### src/rtl/bc_pkg.sv
package bc_pkg;

    localparam int DW   = 8;              // datapath and address width
    localparam int NREG = 4;              // general registers
    localparam int RW   = $clog2(NREG);   // register index width
    localparam int OPW  = 4;              // opcode width
    localparam int IMW  = DW - OPW;       // operand field / wide immediate width
    localparam int SIW  = IMW - RW;       // short branch offset width
    localparam int HALF = DW / 2;         // nibble written by constant builds

    typedef logic [DW-1:0]  word_t;
    typedef logic [RW-1:0]  ridx_t;
    typedef logic [IMW-1:0] imm_t;
    typedef logic [SIW-1:0] simm_t;

    typedef enum logic [OPW-1:0] {
        OP_SHL  = 4'h0,
        OP_SHR  = 4'h1,
        OP_INV  = 4'h2,
        OP_AND  = 4'h3,
        OP_IOR  = 4'h4,
        OP_XOR  = 4'h5,
        OP_ADD  = 4'h6,
        OP_LTU  = 4'h7,
        OP_LD   = 4'h8,
        OP_ST   = 4'h9,
        OP_LDLO = 4'hA,
        OP_LDHI = 4'hB,
        OP_JREG = 4'hC,
        OP_BRZ  = 4'hD,
        OP_JFWD = 4'hE,
        OP_JBWD = 4'hF
    } op_e;

    typedef enum logic [1:0] {
        ST_FETCH = 2'd0,
        ST_EXEC  = 2'd1,
        ST_LOAD  = 2'd2
    } phase_e;

    typedef struct packed {
        op_e   op;
        ridx_t ra;
        ridx_t rb;
        imm_t  imm;
        simm_t simm;
    } dec_t;

    typedef struct packed {
        logic             we;
        logic [1:0]       mask;   // [1] upper nibble, [0] lower nibble
        ridx_t            addr;
        word_t            data;
    } wb_t;

    function automatic dec_t decode(input word_t w);
        dec_t d;
        d.op   = op_e'(w[DW-1 -: OPW]);
        d.ra   = w[IMW-1 -: RW];
        d.rb   = w[RW-1:0];
        d.imm  = w[IMW-1:0];
        d.simm = w[SIW-1:0];
        return d;
    endfunction

    function automatic logic is_alu(input op_e op);
        return op[OPW-1] == 1'b0;
    endfunction

endpackage

### src/rtl/bc_regfile.sv
module bc_regfile
    import bc_pkg::*;
(
    input  logic  clk,
    input  logic  rst,
    input  ridx_t rd_a,
    input  ridx_t rd_b,
    output word_t val_a,
    output word_t val_b,
    input  wb_t   wb
);

    word_t regs [NREG];

    assign val_a = regs[rd_a];
    assign val_b = regs[rd_b];

    always_ff @(posedge clk) begin
        if (rst) begin
            for (int i = 0; i < NREG; i++) begin
                regs[i] <= '0;
            end
        end else if (wb.we) begin
            if (wb.mask[0]) regs[wb.addr][HALF-1:0]  <= wb.data[HALF-1:0];
            if (wb.mask[1]) regs[wb.addr][DW-1:HALF] <= wb.data[DW-1:HALF];
        end
    end

    AST_LO_BUILD_KEEPS_HI: assert property (@(posedge clk) disable iff (rst)
        (wb.we && wb.mask == 2'b01 && wb.addr == '0)
        |=> regs[0][DW-1:HALF] == $past(regs[0][DW-1:HALF]));

    AST_HI_BUILD_KEEPS_LO: assert property (@(posedge clk) disable iff (rst)
        (wb.we && wb.mask == 2'b10 && wb.addr == '0)
        |=> regs[0][HALF-1:0] == $past(regs[0][HALF-1:0]));

endmodule

### src/rtl/bc_alu.sv
module bc_alu
    import bc_pkg::*;
(
    input  op_e   op,
    input  word_t a,
    input  word_t b,
    output word_t y
);

    localparam int    SHW    = $clog2(DW);
    localparam word_t SH_LIM = word_t'(DW);

    logic  flush;
    word_t shl_v;
    word_t shr_v;

    assign flush = (b >= SH_LIM);
    assign shl_v = a << b[SHW-1:0];
    assign shr_v = a >> b[SHW-1:0];

    always_comb begin
        case (op)
            OP_SHL:  y = flush ? '0 : shl_v;
            OP_SHR:  y = flush ? '0 : shr_v;
            OP_INV:  y = ~b;
            OP_AND:  y = a & b;
            OP_IOR:  y = a | b;
            OP_XOR:  y = a ^ b;
            OP_ADD:  y = a + b;
            OP_LTU:  y = word_t'(a < b);
            default: y = '0;
        endcase
    end

    always_comb begin
        AST_LTU_IS_BOOL: assert (op != OP_LTU || y <= word_t'(1));
        AST_WIDE_SHIFT_ZERO: assert (!((op == OP_SHL || op == OP_SHR) && flush) || y == '0);
    end

endmodule

### src/rtl/bc_nextpc.sv
module bc_nextpc
    import bc_pkg::*;
(
    input  op_e   op,
    input  word_t pc,
    input  word_t val_a,
    input  word_t val_b,
    input  imm_t  imm,
    input  simm_t simm,
    output word_t npc
);

    word_t seq;

    assign seq = pc + word_t'(1);

    always_comb begin
        case (op)
            OP_JREG: npc = val_b;
            OP_BRZ:  npc = (val_a == '0) ? seq + word_t'(simm) : seq;
            OP_JFWD: npc = seq + word_t'(imm);
            OP_JBWD: npc = pc - word_t'(1) - word_t'(imm);
            default: npc = seq;
        endcase
    end

endmodule

### src/rtl/byte_core.sv
module byte_core
    import bc_pkg::*;
(
    input  logic          clk,
    input  logic          rst,
    output logic [DW-1:0] imem_addr,
    input  logic [DW-1:0] imem_rdata,
    output logic [DW-1:0] dmem_addr,
    input  logic [DW-1:0] dmem_rdata,
    output logic [DW-1:0] dmem_wdata,
    output logic          dmem_we
);

    phase_e state;
    word_t  pc;
    ridx_t  ld_dst;
    dec_t   dec;
    op_e    cur_op;
    logic   in_exec;
    word_t  val_a;
    word_t  val_b;
    word_t  alu_y;
    word_t  npc;
    wb_t    wb;

    assign dec     = decode(imem_rdata);
    assign cur_op  = dec.op;
    assign in_exec = (state == ST_EXEC);

    bc_regfile u_rf (
        .clk   (clk),
        .rst   (rst),
        .rd_a  (dec.ra),
        .rd_b  (dec.rb),
        .val_a (val_a),
        .val_b (val_b),
        .wb    (wb)
    );

    bc_alu u_alu (
        .op (cur_op),
        .a  (val_a),
        .b  (val_b),
        .y  (alu_y)
    );

    bc_nextpc u_npc (
        .op    (cur_op),
        .pc    (pc),
        .val_a (val_a),
        .val_b (val_b),
        .imm   (dec.imm),
        .simm  (dec.simm),
        .npc   (npc)
    );

    // Register write-back selection
    always_comb begin
        wb.we   = 1'b0;
        wb.mask = 2'b11;
        wb.addr = dec.ra;
        wb.data = alu_y;
        if (state == ST_LOAD) begin
            wb.we   = 1'b1;
            wb.addr = ld_dst;
            wb.data = dmem_rdata;
        end else if (in_exec) begin
            case (cur_op)
                OP_LDLO: begin
                    wb.we   = 1'b1;
                    wb.addr = '0;
                    wb.mask = 2'b01;
                    wb.data = {dec.imm, dec.imm};
                end
                OP_LDHI: begin
                    wb.we   = 1'b1;
                    wb.addr = '0;
                    wb.mask = 2'b10;
                    wb.data = {dec.imm, dec.imm};
                end
                OP_JREG: begin
                    wb.we   = 1'b1;
                    wb.data = pc + word_t'(1);
                end
                default: wb.we = is_alu(cur_op);
            endcase
        end
    end

    // Fetch / execute / load-return sequencing
    always_ff @(posedge clk) begin
        if (rst) begin
            state  <= ST_FETCH;
            pc     <= '0;
            ld_dst <= '0;
        end else begin
            case (state)
                ST_FETCH: state <= ST_EXEC;
                ST_EXEC: begin
                    pc     <= npc;
                    ld_dst <= dec.ra;
                    state  <= (cur_op == OP_LD) ? ST_LOAD : ST_FETCH;
                end
                default: state <= ST_FETCH;
            endcase
        end
    end

    assign imem_addr  = pc;
    assign dmem_we    = in_exec && (cur_op == OP_ST);
    assign dmem_addr  = !in_exec ? '0 : ((cur_op == OP_ST) ? val_a : val_b);
    assign dmem_wdata = val_b;

    AST_SINGLE_EXEC: assert property (@(posedge clk) disable iff (rst)
        (in_exec && cur_op != OP_LD) |=> state == ST_FETCH);

    AST_PC_HELD_OUTSIDE_EXEC: assert property (@(posedge clk) disable iff (rst)
        (state != ST_EXEC) |=> $stable(pc));

    AST_LOAD_EXTRA_CYCLE: assert property (@(posedge clk) disable iff (rst)
        (in_exec && cur_op == OP_LD) |=> state == ST_LOAD);

    AST_STROBE_IN_EXEC: assert property (@(posedge clk) disable iff (rst)
        dmem_we |-> state == ST_EXEC);

    AST_FWD_JUMP_TARGET: assert property (@(posedge clk) disable iff (rst)
        (in_exec && cur_op == OP_JFWD)
        |=> pc == $past(pc) + word_t'(1) + word_t'($past(imem_rdata[IMW-1:0])));

endmodule

### config.mk
export PLATFORM = sky130hd
export DESIGN_NAME = byte_core
export DESIGN_NICKNAME = d
export VERILOG_FILES = /design/src/rtl/bc_pkg.sv /design/src/rtl/bc_regfile.sv /design/src/rtl/bc_alu.sv /design/src/rtl/bc_nextpc.sv /design/src/rtl/byte_core.sv
export SDC_FILE = /design/constraint.sdc
export NUM_CORES = 1
export LEC_CHECK = 0
export CELL_PAD_IN_SITES_DETAIL_PLACEMENT = 0
export CELL_PAD_IN_SITES_GLOBAL_PLACEMENT = 2
export CORE_MARGIN = 10
export CORE_UTILIZATION = 35
export CTS_CLUSTER_SIZE = 12
export DETAILED_ROUTE_END_ITERATION = 10
export MAX_ROUTING_LAYER = met4
export PLACE_DENSITY_LB_ADDON = 0.1
export SLEW_MARGIN = 15
export SYNTH_ARGS = -nofsm -noshare
export SYNTH_HDL_FRONTEND = slang
export SYNTH_SLANG_ARGS = --single-unit
### constraint.sdc
create_clock -name clk -period 4.9 [get_ports clk]
set_input_delay 0.98 -clock clk [delete_from_list [all_inputs] [get_ports clk]]
set_output_delay 0.98 -clock clk [all_outputs]
set_load 0.02 [all_outputs]
==> summary.txt, run 1 <==
Power
  – Clock Power Share: 0.285
  – Part of the power in registers: 0.318
  – Pwr Density: 233 nW/um^2
  – Internal power: 880 uW
  – NetSw: ~510 uW
  – Combinational Power Share: 0.397
  – LEAKAGE: 2.27 nW
  – Switching share of power: 0.366
  – Peak VDD IR: 0.135 mV

Routing
  – First DRT Iteration DRCs: 375
  – Post-route ant nets: 0
  – WL final: between 20000 and 25000 um
  – Routed vias/inst: 5.95
  – TritonRoute pass-1 iters: 5
  – Drt drc: 0
  – DR vias: 4978
  – WL/cell: 24.0 um

Flow run
  – Max cap viols: 0

Timing
  – Setup TNS: 0 ps
  – Post-route minimum period: 4710 ps
  – Relative slew slack: 0.462
  – Worst setup margin: 189 ps
  – Max Clk Rate: 0.212 GHz
  – RSZ-0062 raised after global routing: no
  – Worst Skew: about 8.5 ps
  – Setup-failing EPs final: 0
  – Crit share post-route: 0.961
  – Least-Margin Pin Slew: 806 ps
  – Max Slew Vio Count: 0
  – Hold Vio Cnt, Final: 0

Finish
  – Synth-to-Final Area Change: 16.7%
  – Nets: 707
  – Layout cells sized above 1: 0.121
  – Commonest non-fill, non-tap cell in the layout: nor2_1
  – ANT cells: 0
  – Commonest non-fill, non-tap cells in the layout: 63 x nor2_1, 45 x a21oi_1, 43 x nand2_1

Logic synthesis
  – Number of flops mapped to enable cells by yosys: 32
  – Synth Instances: 604
  – Top FF cell, synth: edfxtp_1
  – Synth Area per Inst: 8.47 sq um
  – Async S/R FF share, synth: 0
  – Synth warn: 0
  – Register area share after synthesis: 0.235
  – Post-Syn Area: 5110 sq um
  – Seq cells post-synth: 44
  – Synth unique cells: 75
  – Syn Nets: around 660

Clock tree
  – # hold bufs at CTS: 0
  – PostCTS Resize Cnt: 0
  – Sink Count: 44
  – CTS tree: yes
  – Total CTS buffers: 5
  – Setup Fix Bufs, Post-CTS: 0
  – Worst-skew pair later-pin latency: 290 ps
  – H-tree depth: 2
  – Clk buf depth: 2
  – CTS clock-pin slew for the worst setup and hold paths: 70 ps
  – Clk root buf: clkbuf_16

Floorplan
  – Die width: ~140 um
  – Die height: 141 um
  – Rows: between 40 and 50
  – Initial Util: 0.355
  – I/O pin cnt: 43
  – Total core area: 14400 sq um
  – Die footprint: 19900 sq um

GRT
  – Vias in the first global route: 4905
  – Total GRT Usage: 0.202
  – Largest net degree at the start of global routing: 25
  – Initial antenna violation count: 0
  – First-pass GRT wire length: 30500 um
  – Gr ovfl total: 0

Setup path
  – R2R Path End: u_rf.regs[2][7]$_SDFFCE_PN0P_
  – FF-to-FF path depth: 11
  – Critical Path Source: imem_rdata[2]
  – Reg-to-reg critical path startpoint: u_rf.regs[1][1]$_SDFFCE_PN0P_
  – CP Launch Type: input port
  – Worst endpoint required time: approximately 4900 ps
  – WP data arrival: 4740 ps
  – Worst Setup End Kind: flop
  – CP max FO: 9
  – Slack of the worst reg-to-reg path: approximately 1400 ps
  – WS Path Type: input port to flop

Placed design
  – Port bufs: 42
  – Placed wire-length estimate: 15700 um
  – Routability cong.: 0.948
  – Place WS: -12.2 ps

Min path
  – Hold Crit Depth: 2
  – Worst min path class: flop to flop
  – Worst hold start: ld_dst[0]$_SDFFE_PP0P_
  – WHS Endpoint: ld_dst[0]$_SDFFE_PP0P_

Run status
  – Outcome: completed
==> layer usage <==
layer	track usage	vias to the layer above	wire [um]	part of all wire
met4	0.0538	0	462	0.023
met1	0.266	2433	9240	0.46
met2	0.321	188	9460	0.47
met5	-	-	0	0
li1	-	2328	-	-
met3	0.0255	29	917	0.046
==> flip-flops by register name, summed over array words and instances (netlist names) <==
signal / cells
imem_addr: 8
ld_dst: 2
state: 2
u_rf.regs: 32
==> power by group through the flow <==
stage / clock [mW] / sequential, mW / combinational (mW)
5_1_grt: 0.418 / 0.444 / 0.596
2_1_floorplan: 0 / 0.443 / 0.362
4_1_cts: 0.403 / 0.441 / 0.547
6_report: 0.396 / 0.441 / 0.551
3_3_place_gp: 0 / 0.448 / 0.550
3_5_place_dp: 0 / 0.449 / 0.544
==> metrics by stage <==
step / cell area [sq um] / power [mW] / util / instances / hold WS [ps]
detailed placement: 5800 / 0.993 / 0.402 / 829 / 469
floorplan: 5110 / 0.805 / - / 604 / 437
global placement: 5800 / 0.997 / 0.402 / 829 / 448
CTS: 5970 / 1.39 / 0.414 / 837 / 477
finish: 5970 / 1.39 / 0.414 / 837 / 473
global route: 5970 / 1.46 / 0.414 / 837 / 494
==> critical path: stages <==
cell and delay (ps):
clkdlybuf4s50_1 670, buf_4 240, mux4_1 830, inv_1 210, ha_1 310, nand3b_1 110
a21oi_1 70, a211o_1 220, a211oi_1 490, o31ai_1 140, o21ai_0 220, buf_4 190
nor2_1 50
==> synthesized netlist by cell type, drive strengths merged, types with 3 or more instances <==
library cell,count,area share
mux2i,13,0.025
o221ai,7,0.012
a311oi,3,0.0051
nand2,44,0.034
buf,15,0.020
xor2,5,0.0086
o32ai,3,0.0051
nor2,63,0.046
inv,42,0.031
ha,34,0.083
nor3,18,0.018
mux4,17,0.078
a22oi,15,0.022
nor2b,15,0.018
o22ai,4,0.0049
o21ai,36,0.036
a22o,9,0.016
nor3b,4,0.0059
a31oi,6,0.0073
fa,3,0.012
nand3,13,0.013
and2,4,0.0049
nand2b,19,0.023
o21bai,7,0.010
a21o,4,0.0061
a21oi,45,0.044
edfxtp,32,0.19
xnor2,13,0.022
a211oi,15,0.022
nand3b,5,0.0073
nor4,6,0.013
o211ai,7,0.010
dfxtp,12,0.047
clkbuf,27,0.034
==> cells by family (layout without fill, tap and decap cells) <==
group / Yosys count / count (layout) / share of synthesized area
xor+xnor: 18 / 18 / 0.0308
mux: 31 / 31 / 0.105
compound gates: 183 / 183 / 0.240
simple gates: 205 / 205 / 0.207
fa+ha+maj: 37 / 37 / 0.0949
buf+inv: 86 / 135 / 0.0873
flops: 44 / 44 / 0.235
==> area by class of cell <==
cell class | instances | area [sq um]
clock inverters | 3 | 46.3
fillers | 1493 | 8460
clock buffers | 5 | 125
inverters | 43 | 161
well taps | 184 | 230
multi-input cells | 474 | 3470
flip-flops and latches | 44 | 1200
repair buffers | 84 | 736
==> how the worst max path moves through the flow <==
stage                                         end  cells past startpoint
floorplan           u_rf.regs[0][6]$_SDFFCE_PN0P_                     13
global placement    u_rf.regs[2][7]$_SDFFCE_PN0P_                     13
detailed placement  u_rf.regs[2][7]$_SDFFCE_PN0P_                     13
CTS                                  dmem_addr[7]                      5
global route        u_rf.regs[2][7]$_SDFFCE_PN0P_                     13
finish              u_rf.regs[2][7]$_SDFFCE_PN0P_                     13
No activity file was read; power rests on OpenSTA's default activity.
==> run 2: changes to the inputs <==
CTS_CLUSTER_DIAMETER = 30   (was not set)
==> results of run 2 <==
No change in the layout: final DEF, timing and power equal those of run 1.
